===== src/rtl/prio_irq_pkg.sv =====
package prio_irq_pkg;
    localparam int FIQ_N  = 4;
    localparam int WORD_W = 32;
    localparam int ADDR_W = 5;

    // register groups selected by address bits [4:2]
    localparam logic [2:0] GRP_MSET = 3'd0;
    localparam logic [2:0] GRP_MCLR = 3'd1;
    localparam logic [2:0] GRP_SSET = 3'd2;
    localparam logic [2:0] GRP_SCLR = 3'd3;
    localparam logic [2:0] GRP_FAST = 3'd4;

    typedef enum logic [0:0] {
        EV_IDLE = 1'b0,
        EV_SHOW = 1'b1
    } ev_state_e;
endpackage


===== src/rtl/prio_irq_pick.sv =====
module prio_irq_pick
    import prio_irq_pkg::*;
#(
    parameter int NUM_HW = 64,
    localparam int IDXW  = $clog2(NUM_HW)
) (
    input  logic              clk,
    input  logic              rst_n,
    input  logic [NUM_HW-1:0] hw_pend_i,
    input  logic [FIQ_N-1:0]  fiq_pend_i,
    output logic              win_valid_o,
    output logic              win_fiq_o,
    output logic [IDXW-1:0]   win_num_o
);
    always_comb begin
        win_valid_o = 1'b0;
        win_fiq_o   = 1'b0;
        win_num_o   = '0;
        for (int i = NUM_HW - 1; i >= 0; i--) begin
            if (hw_pend_i[i]) begin
                win_valid_o = 1'b1;
                win_num_o   = IDXW'(i);
            end
        end
        for (int i = FIQ_N - 1; i >= 0; i--) begin
            if (fiq_pend_i[i]) begin
                win_valid_o = 1'b1;
                win_fiq_o   = 1'b1;
                win_num_o   = IDXW'(i);
            end
        end
    end


    hw_lowest_chk: assert property (@(posedge clk) disable iff (!rst_n)
        (win_valid_o && !win_fiq_o) |->
            (fiq_pend_i == '0) && hw_pend_i[win_num_o] &&
            ((hw_pend_i & ((NUM_HW'(1) << win_num_o) - NUM_HW'(1))) == '0));
endmodule


===== src/rtl/prio_irq_regs.sv =====
module prio_irq_regs
    import prio_irq_pkg::*;
#(
    parameter int NUM_HW = 64,
    localparam int NW    = NUM_HW / WORD_W,
    localparam int IDXW  = $clog2(NUM_HW)
) (
    input  logic               clk,
    input  logic               rst_n,
    input  logic               bus_en_i,
    input  logic               bus_we_i,
    input  logic [ADDR_W-1:0]  bus_addr_i,
    input  logic [WORD_W-1:0]  bus_wdata_i,
    output logic [WORD_W-1:0]  bus_rdata_o,
    output logic               bus_rvalid_o,
    input  logic               ack_i,
    input  logic               ack_fiq_i,
    input  logic [IDXW-1:0]    ack_num_i,
    output logic [NUM_HW-1:0]  mask_o,
    output logic [NUM_HW-1:0]  swtrig_o,
    output logic [FIQ_N-1:0]   fmask_o
);
    logic [NUM_HW-1:0] mask_q, mask_d, sw_q, sw_d;
    logic [FIQ_N-1:0]  fm_q, fm_d;
    logic [WORD_W-1:0] rdata_d, rdata_q;
    logic              rvalid_q;
    logic [2:0]        grp;
    logic [1:0]        wsel;
    logic              wr, sw_clr_hit;

    assign grp  = bus_addr_i[4:2];
    assign wsel = bus_addr_i[1:0];
    assign wr   = bus_en_i && bus_we_i;
    assign sw_clr_hit = wr && (grp == GRP_SCLR);

    always_comb begin
        mask_d = mask_q;
        sw_d   = sw_q;
        fm_d   = fm_q;
        if (wr) begin
            for (int w = 0; w < NW; w++) begin
                if (wsel == 2'(w)) begin
                    unique case (grp)
                        GRP_MSET: mask_d[w*WORD_W +: WORD_W] = mask_q[w*WORD_W +: WORD_W] | bus_wdata_i;
                        GRP_MCLR: mask_d[w*WORD_W +: WORD_W] = mask_q[w*WORD_W +: WORD_W] & ~bus_wdata_i;
                        GRP_SSET: sw_d[w*WORD_W +: WORD_W]   = sw_q[w*WORD_W +: WORD_W] | bus_wdata_i;
                        GRP_SCLR: sw_d[w*WORD_W +: WORD_W]   = sw_q[w*WORD_W +: WORD_W] & ~bus_wdata_i;
                        default: ;
                    endcase
                end
            end
            if (grp == GRP_FAST) begin
                if (wsel == 2'd0) fm_d = fm_q | bus_wdata_i[FIQ_N-1:0];
                if (wsel == 2'd1) fm_d = fm_q & ~bus_wdata_i[FIQ_N-1:0];
            end
        end
        // acknowledge wins over a clear in the same cycle
        if (ack_i) begin
            if (ack_fiq_i) fm_d[ack_num_i[1:0]] = 1'b1;
            else           mask_d[ack_num_i]    = 1'b1;
        end
    end

    always_comb begin
        rdata_d = '0;
        for (int w = 0; w < NW; w++) begin
            if (wsel == 2'(w)) begin
                if (grp == GRP_MSET || grp == GRP_MCLR) rdata_d = mask_q[w*WORD_W +: WORD_W];
                if (grp == GRP_SSET || grp == GRP_SCLR) rdata_d = sw_q[w*WORD_W +: WORD_W];
            end
        end
        if (grp == GRP_FAST && (wsel == 2'd0 || wsel == 2'd1))
            rdata_d = {{(WORD_W-FIQ_N){1'b0}}, fm_q};
    end

    always_ff @(posedge clk or negedge rst_n) begin
        if (!rst_n) begin
            mask_q   <= '1;
            sw_q     <= '0;
            fm_q     <= '1;
            rdata_q  <= '0;
            rvalid_q <= 1'b0;
        end else begin
            mask_q   <= mask_d;
            sw_q     <= sw_d;
            fm_q     <= fm_d;
            rvalid_q <= bus_en_i && !bus_we_i;
            if (bus_en_i && !bus_we_i) rdata_q <= rdata_d;
        end
    end

    assign mask_o       = mask_q;
    assign swtrig_o     = sw_q;
    assign fmask_o      = fm_q;
    assign bus_rdata_o  = rdata_q;
    assign bus_rvalid_o = rvalid_q;


    ack_masks_chk: assert property (@(posedge clk) disable iff (!rst_n)
        (ack_i && !ack_fiq_i) |=> mask_q[$past(ack_num_i)]);


    sw_sticky_chk: assert property (@(posedge clk) disable iff (!rst_n)
        !sw_clr_hit |=> ((sw_q & $past(sw_q)) == $past(sw_q)));
endmodule


===== src/rtl/prio_irq_event.sv =====
module prio_irq_event
    import prio_irq_pkg::*;
#(
    parameter int NUM_HW = 64,
    localparam int IDXW  = $clog2(NUM_HW)
) (
    input  logic              clk,
    input  logic              rst_n,
    input  logic              evt_rd_i,
    input  logic              win_valid_i,
    input  logic              win_fiq_i,
    input  logic [IDXW-1:0]   win_num_i,
    output logic              ack_o,
    output logic [WORD_W-1:0] evt_data_o,
    output logic              evt_valid_o
);
    ev_state_e         state_q, state_d;
    logic [WORD_W-1:0] data_q;

    always_comb begin
        state_d = state_q;
        unique case (state_q)
            EV_IDLE: if (evt_rd_i)  state_d = EV_SHOW;  // READ_START
            EV_SHOW: if (!evt_rd_i) state_d = EV_IDLE;  // READ_DONE, else READ_AGAIN
            default: state_d = EV_IDLE;
        endcase
    end

    always_ff @(posedge clk or negedge rst_n) begin
        if (!rst_n) begin
            state_q <= EV_IDLE;
            data_q  <= '0;
        end else begin
            state_q <= state_d;
            if (evt_rd_i)
                data_q <= win_valid_i ? {1'b1, 14'd0, win_fiq_i, 16'(win_num_i)} : '0;
        end
    end

    always_comb begin
        ack_o       = evt_rd_i && win_valid_i;
        evt_valid_o = (state_q == EV_SHOW);
        evt_data_o  = evt_valid_o ? data_q : '0;
    end


    evt_due_chk: assert property (@(posedge clk) disable iff (!rst_n)
        evt_rd_i |=> evt_valid_o);


    evt_empty_chk: assert property (@(posedge clk) disable iff (!rst_n)
        (evt_valid_o && !evt_data_o[31]) |-> (evt_data_o == '0));
endmodule


===== src/rtl/prio_irq_ctrl.sv =====
module prio_irq_ctrl
    import prio_irq_pkg::*;
#(
    parameter int NUM_HW = 64
) (
    input  logic              clk,
    input  logic              rst_n,
    input  logic [NUM_HW-1:0] hw_irq_i,
    input  logic [3:0]        fiq_i,
    input  logic              bus_en_i,
    input  logic              bus_we_i,
    input  logic [4:0]        bus_addr_i,
    input  logic [31:0]       bus_wdata_i,
    output logic [31:0]       bus_rdata_o,
    output logic              bus_rvalid_o,
    input  logic              evt_rd_i,
    output logic [31:0]       evt_data_o,
    output logic              evt_valid_o,
    output logic              irq_o
);
    localparam int IDXW = $clog2(NUM_HW);

    logic [NUM_HW-1:0] mask, swtrig, hw_pend;
    logic [FIQ_N-1:0]  fmask, fiq_pend;
    logic              win_valid, win_fiq, ack;
    logic [IDXW-1:0]   win_num;
    logic              irq_q;

    assign hw_pend  = (hw_irq_i | swtrig) & ~mask;
    assign fiq_pend = fiq_i & ~fmask;

    prio_irq_regs #(.NUM_HW(NUM_HW)) u_regs (
        .clk, .rst_n, .bus_en_i, .bus_we_i, .bus_addr_i, .bus_wdata_i,
        .bus_rdata_o, .bus_rvalid_o,
        .ack_i(ack), .ack_fiq_i(win_fiq), .ack_num_i(win_num),
        .mask_o(mask), .swtrig_o(swtrig), .fmask_o(fmask)
    );

    prio_irq_pick #(.NUM_HW(NUM_HW)) u_pick (
        .clk, .rst_n, .hw_pend_i(hw_pend), .fiq_pend_i(fiq_pend),
        .win_valid_o(win_valid), .win_fiq_o(win_fiq), .win_num_o(win_num)
    );

    prio_irq_event #(.NUM_HW(NUM_HW)) u_event (
        .clk, .rst_n, .evt_rd_i,
        .win_valid_i(win_valid), .win_fiq_i(win_fiq), .win_num_i(win_num),
        .ack_o(ack), .evt_data_o, .evt_valid_o
    );

    always_ff @(posedge clk or negedge rst_n) begin
        if (!rst_n) irq_q <= 1'b0;
        else        irq_q <= win_valid;
    end
    assign irq_o = irq_q;


    irq_falls_chk: assert property (@(posedge clk) disable iff (!rst_n)
        ($past(hw_pend) == '0 && $past(fiq_pend) == '0) |-> !irq_o);
endmodule


===== config.mk =====
export PLATFORM = sky130hd
export DESIGN_NAME = prio_irq_ctrl
export DESIGN_NICKNAME = d
export VERILOG_FILES = /design/src/rtl/prio_irq_pkg.sv /design/src/rtl/prio_irq_pick.sv /design/src/rtl/prio_irq_regs.sv /design/src/rtl/prio_irq_event.sv /design/src/rtl/prio_irq_ctrl.sv
export SDC_FILE = /design/constraint.sdc
export NUM_CORES = 1
export LEC_CHECK = 0
export BUFFER_PORTS_ARGS = -buffer_cell sky130_fd_sc_hd__buf_2
export CAP_MARGIN = 20
export CORE_MARGIN = 2
export CORE_UTILIZATION = 57
export CTS_CLUSTER_SIZE = 10
export DETAILED_ROUTE_END_ITERATION = 16
export PLACE_DENSITY = 0.83
export SLEW_MARGIN = 40
export SYNTH_ARGS = -nofsm -noshare
export SYNTH_HDL_FRONTEND = slang
export SYNTH_SLANG_ARGS = --single-unit
export TNS_END_PERCENT = 100

===== constraint.sdc =====
create_clock -name clk -period 3.1 [get_ports clk]
set_input_delay 0.62 -clock clk [delete_from_list [all_inputs] [get_ports clk]]
set_output_delay 0.62 -clock clk [all_outputs]
set_load 0.1 [all_outputs]

; ---- After elaboration in Yosys (flattened, before gate mapping)
; Index checks and enable logic that the tools add are counted.
[word_totals]
register_bits = 199
wordCells = 221
input_bits = 110
output_inout_bits = 67
[classes]
n_eq_ne = 5
n_lt_le_gt_ge = 4
n_bitwise = 19
mux = 169
n_reduce_logical = 15
[op_table]
columns = cell, n
row1 = 6-bit two-way mux, 68
row2 = 32-bit two-way mux, 11
row3 = 32-bit one-hot mux with 2 select lines, 4
row4 = 64-bit two-way mux, 3
row5 = 32-bit AND, 4
row6 = 32-bit bitwise OR, 4
row7 = 64-bit bitwise OR, 2
row8 = 1-bit two-way mux, 75
row9 = 64-bit AND, 1
row10 = 64-bit inverter, 1
row11 = 32-bit inverter, 1
row12 = 4-bit two-way mux, 6
row13 = 4-bit AND, 2
row14 = 4-bit inverter, 2
row15 = 4-bit bitwise OR, 2
row16 = 6-bit by 7-bit < comparator with 1-bit output (second input constant), 1
row17 = 1-bit demux with 6-bit select, 1
row18 = 3-bit by 2-bit equality test with 1-bit output (second input constant), 2
row19 = 6-bit by 1-bit >= comparator with 1-bit output (second input constant), 1
row20 = 1-bit logical AND, 6
row21 = 3-bit AND reduction, 2
row22 = 3-bit by 1-bit equality test with 1-bit output (second input constant), 1
row23 = 3-bit equality test (second input constant), 1
row24 = 3-bit logical NOT, 1
row25 = other kinds (8), 10

; ---- Depth between registers and ports, before layout
[depth]
word_depth = 77
depth_mapped = 9
mapped_depth_nobuf = 7

; ---- Modules after synthesis
; Synthesis repeated with hierarchy kept, for this count alone.
[unflattened]
hier_cells = 1128
area_unflattened_um2 = 10916.7
[modules_own_cells]
columns = module, cells_each, instances, area_each_um2, seq_area_each_um2
row1 = prio_irq_regs, 844, 1, 8826.0, 4214.0
row2 = prio_irq_pick, 148, 1, 807.0, 0.0
row3 = prio_irq_ctrl, 69, 1, 690.7, 25.0
row4 = prio_irq_event, 67, 1, 593.1, 225.2

; ---- Worst setup path after synthesis
; No wires, ideal clock.
[synth_path]
kind = in2reg
start = in hw_irq_i[30]
end = reg u_regs.mask_q[37], in the netlist u_regs.mask_o[37]
arrival_time_ns = 2.733
path_buffers = 0
t_required_ns = 3.014
setup_slack_ns = 0.281
setup_time_ns = 0.086
path_stages = 7
path_cell_list = o21bai_2 > o2111ai_2 > or4_4 > or4_4 > nor3b_4 > nand3_1 > o31ai_2
[synth_between]
elab_chain_cells = 44
word_cells_on_any_way = 81
classes_between = order compare: 2 / mux: 74 / bitwise: 3 / reduce/logical: 2
[synth_lines]
columns = item, line
row1 = from (decl), prio_irq_ctrl.sv:8  ; input logic [NUM_HW-1:0] hw_irq_i,
row2 = 64-bit bitwise OR *, prio_irq_ctrl.sv:29  ; assign hw_pend = (hw_irq_i | swtrig) & ~mask;
row3 = 64-bit AND *, prio_irq_ctrl.sv:29
row4 = 6-bit two-way mux (31 in series), prio_irq_pick.sv:20  ; if (hw_pend_i[i]) begin
row5 = 6-bit two-way mux (4 in series), prio_irq_pick.sv:26  ; if (fiq_pend_i[i]) begin
row6 = 6-bit by 7-bit < comparator with 1-bit output (implied by the code) or 6-bit by 1-bit >= comparator with 1-bit output (tied branches), prio_irq_regs.sv:60  ; else mask_d[ack_num_i] = 1'b1;
row7 = 1-bit logical AND (implied by the code), prio_irq_regs.sv:60
row8 = 1-bit two-way mux (implied by the code), prio_irq_regs.sv:60
row9 = 1-bit demux with 6-bit select, n/a
row10 = 64-bit bitwise OR (no line), n/a
row11 = 64-bit two-way mux, prio_irq_regs.sv:59  ; if (ack_fiq_i) fm_d[ack_num_i[1:0]] = 1'b1;
row12 = 64-bit two-way mux *, prio_irq_regs.sv:58  ; if (ack_i) begin
row13 = named net u_regs.mask_d[37], prio_irq_regs.sv:23  ; logic [NUM_HW-1:0] mask_q, mask_d, sw_q, sw_d;
row14 = to (signal assigned), prio_irq_regs.sv:84  ; mask_q <= mask_d;
row15 = to (decl), prio_irq_regs.sv:23
; The timed path passes the listed nets; every way through them passes the cells marked *.
; A chain may end at the register's enable or synchronous reset.

; ---- Final worst setup path
[layout_path]
start = reg u_regs.mask_q[47], in the netlist u_regs.mask_o[47]
end = reg u_regs.mask_q[61], in the netlist u_regs.mask_o[61]
[layout_between]
elab_chain_cells = 61
word_cells_on_any_way = 115
classes_between = order compare: 2 / mux: 108 / bitwise: 3 / reduce/logical: 2
[layout_lines]
columns = item, line
row1 = 64-bit inverter *, prio_irq_ctrl.sv:29
row2 = 64-bit AND *, prio_irq_ctrl.sv:29
row3 = 6-bit two-way mux (48 in series), prio_irq_pick.sv:20
row4 = 6-bit two-way mux (4 in series), prio_irq_pick.sv:26
row5 = 6-bit by 7-bit < comparator with 1-bit output (implied by the code) or 6-bit by 1-bit >= comparator with 1-bit output (tied branches), prio_irq_regs.sv:60
row6 = 1-bit logical AND (implied by the code), prio_irq_regs.sv:60
row7 = 1-bit two-way mux (implied by the code), prio_irq_regs.sv:60
row8 = 1-bit demux with 6-bit select, n/a
row9 = 64-bit bitwise OR (no line), n/a
row10 = 64-bit two-way mux, prio_irq_regs.sv:59
row11 = 64-bit two-way mux *, prio_irq_regs.sv:58
row12 = named net u_regs.mask_d[61], prio_irq_regs.sv:23
; Marked as above.

==> out/metrics.yaml <==
timing:
  fin_skew_ns: 0.01199
  layout_min_cycle_time_ns: 3.040
  worst_pin_slew_ns: 0.8399
  fmax_mhz: 328.9
  final_max_slew_viol_count: 0
  setup_viol: 0
  slew_headroom_pct: 43.12
  setup_ws_ns: 0.05991
  rsz0062_at_grt: "yes"
  hold_violations: 0
  fin_crit_sh_pct: 98.07
floorplanning:
  initial_core_util_pct: 58.52
  ios: 177
  coreArea_um2: 17420
  rows: 48
  fp.dieW_um: 137.7
  die_y_um: 137.7
  die_area_um2: 18970
pwr:
  powerDensity_nw_per_um2: 791.5
  p_sw_uw: 4048
  max-vdd-ir-drop_mv: 0.4887
  pwr-share-seq_pct: 33.3
  power.leakage_uw: 0.005282
  combPwrFrac_pct: 43.3
  internal_power_uw: 5657
  p_sw_share_pct: 41.71
  clkPwrFrac_pct: 23.4
final_layout:
  nets: 1387
  num_antenna_cells: 0
  final_common_cell: "nand2_1"
  final_cell_mix: "nand2_1, buf_2, dfrtp_1"
  num-fill-cells: 1335
  area_delta_synth_final_pct: 20.29
  final_area_um2: 12260
  layout-drive-gt1-share_pct: 31.78
synth:
  async_flop_share_pct: 100.0
  syn_area_per_cell_um2: 9.317
  ys_ff_latch: 175
  synthesis.area_um2: 10190
  synth_warnings: 0
  synth_ff_type: "dfrtp_1"
  synth_edf_count: 0
  synth.distinct_cells: 76
  yosysSeqAreaShare_pct: 43.80
  synthCells: 1094
worst_setup_path:
  worstPathMaxFanout: 6
  critPathCaptureType: "flop"
  worstSetupPathType: "reg -> reg"
  cp.arrival_ns: 3.38
  cp-start-kind: "flop"
  crit_required_ns: 3.44
placement:
  dp_hpwl_um: 25370
  gp_congestion: 1.016
  place_ws_ns: -0.1154
  port_buffers: 152
  dpl-instance-area_um2: 11650
global_route:
  grt_overflow: 0
  antenna_found_initial: 0
  grt_pass1_wl_um: 54700
  first_global_vias: 9819
  track_usage_pct: 38.70
  grt_max_degree: 65
cts:
  htree_levels: 4
  cts_buffer_depth: 2
  cts_resized: 0
  clk_pin_slew_ns: 0.07
  cts_made_buffers: 17
  ctsHoldBuffers: 0
  clkSinkCount: 175
  cts_root_buf: "clkbuf_16"
  clkLatencyLatePin_ns: 0.44
  cts_tree: "done"
detailed_routing:
  drt_iter0_markers: 1346
  wl_per_cell_um: 23.83
  routed_wl_um: 36100
  viasPerCell: 6.771
  drtPass1Iterations: 6
  postRouteAntennaNets: 0
  vias: 10258
  drcViolationCount: 0
run_status:
  status: "complete, no violations"
job:
  max-cap-violations: 0
min_path:
  hp-class: "in -> async"
-- worst max-delay path: stages, from the launching register on --
cell      delay, ns
dfstp_2        0.56
o21bai_1       0.23
nand4_1        0.31
nor4_1         0.51
buf_4          0.20
nor2b_1        0.17
and3_1         0.36
nand3_1        0.28
o31ai_1        0.33
-- Yosys cell counts (5+ instances only) --
cell type	number	share of area, %
a31o_2	8	0.69
nand3_1	21	1.0
o21ba_2	17	1.7
a31oi_1	69	4.2
a21o_1	18	1.3
nor4_1	5	0.31
nor2_1	21	0.77
clkbuf_2	16	0.79
a22o_1	9	0.77
and2_1	15	0.92
o21ai_0	63	3.1
inv_1	6	0.22
mux4_2	5	1.1
o21bai_2	6	0.66
and4_1	8	0.69
clkbuf_1	60	2.2
o22a_1	15	1.3
a22oi_1	60	4.4
dfstp_2	68	18
o31ai_1	13	0.96
nor3_1	7	0.34
and3_1	8	0.49
o21ai_1	18	0.88
o21bai_1	55	4.1
dfrtp_1	107	26
o221ai_1	14	1.2
nand2b_1	13	0.80
nand4_1	19	1.2
mux2i_1	30	2.9
a21oi_1	62	3.0
nand2_1	153	5.6
buf_4	25	1.8
o211ai_1	11	0.81
-- final timing paths --
| check | to | slack [ns] | startpoint | cells after the start |
|---|---|---|---|---|
| setup / recovery | u_regs.mask_o[61] | 0.06 | u_regs.mask_o[47] | 8 |
| hold / removal | async pin | 0.14 | rst_n | 1 |
| setup reg to reg | u_regs.mask_o[61] | 0.06 | u_regs.mask_o[47] | 8 |
| hold reg to reg | u_regs.bus_rdata_o[28] | 0.48 | u_regs.bus_rdata_o[28] | 2 |
| max in group asynchronous | u_regs.fmask_o[3] | 2.13 | rst_n | 2 |
| min in group clk | flop | 0.45 | bus_wdata_i[20] | 2 |
-- layout make-up --
cell class,count,area [um2],area share [%]
well taps,225,281.5,2.296
flip-flops and latches,175,4464,36.41
repair buffers,250,1603,13.07
clock buffers,18,429.2,3.500
inverters,6,22.52,0.1837
clock inverters,14,183.9,1.500
multi-input cells,827,5276,43.04
-- cell families (layout without fill, tap and decap cells) --
logic type	Yosys count	after routing	synth area share, %
buf+inv	115	288	5.586
flops	175	175	43.80
mux	38	38	4.383
simple gates	297	297	14.34
compound gates	468	468	31.86
other cells	1	24	0.03679
-- per-stage QoR --
| step | util (%) | hold WS, ns | std cells | total power, uW | TNS, ns |
|---|---|---|---|---|---|
| floorplan | - | 0.3244 | 1117 | 5533 | 0 |
| finish | 70.40 | 0.1382 | 1515 | 9704 | 0 |
| global placement | 66.88 | 0.4553 | 1483 | 7233 | -0.2921 |
| CTS | 70.40 | 0.1488 | 1515 | 9578 | 0 |
| global route | 70.40 | 0.1691 | 1515 | 10040 | -0.01740 |
| detailed placement | 66.88 | 0.4609 | 1483 | 7302 | -1.022 |
-- power by group through the flow --
stage	sequential (uW)	clock, uW	combinational [uW]
after floorplan	3400	0	2130
after global placement	3220	0	4020
after detailed placement	3240	0	4060
after CTS	3210	2280	4090
after global routing	3270	2370	4400
final	3230	2270	4200
-- per-layer routing --
| layer | global-route usage, % | routed length (um) | part of all wire [%] |
|---|---|---|---|
| met5 | 0 | 0 | 0 |
| met4 | 14.40 | 1127 | 3.1 |
| met3 | 8.756 | 3997 | 11 |
| met2 | 59.98 | 16330 | 45 |
| met1 | 53.32 | 14650 | 41 |
-- timing repair --
| item | 4_1_cts | 5_1_grt |
|---|---|---|
| setup buffers | 0 | 0 |
| setup endpoints to repair | 0 | 1 |
| endpoints found under the hold margin | 0 | 0 |
Power figures use the tool's default switching activity.
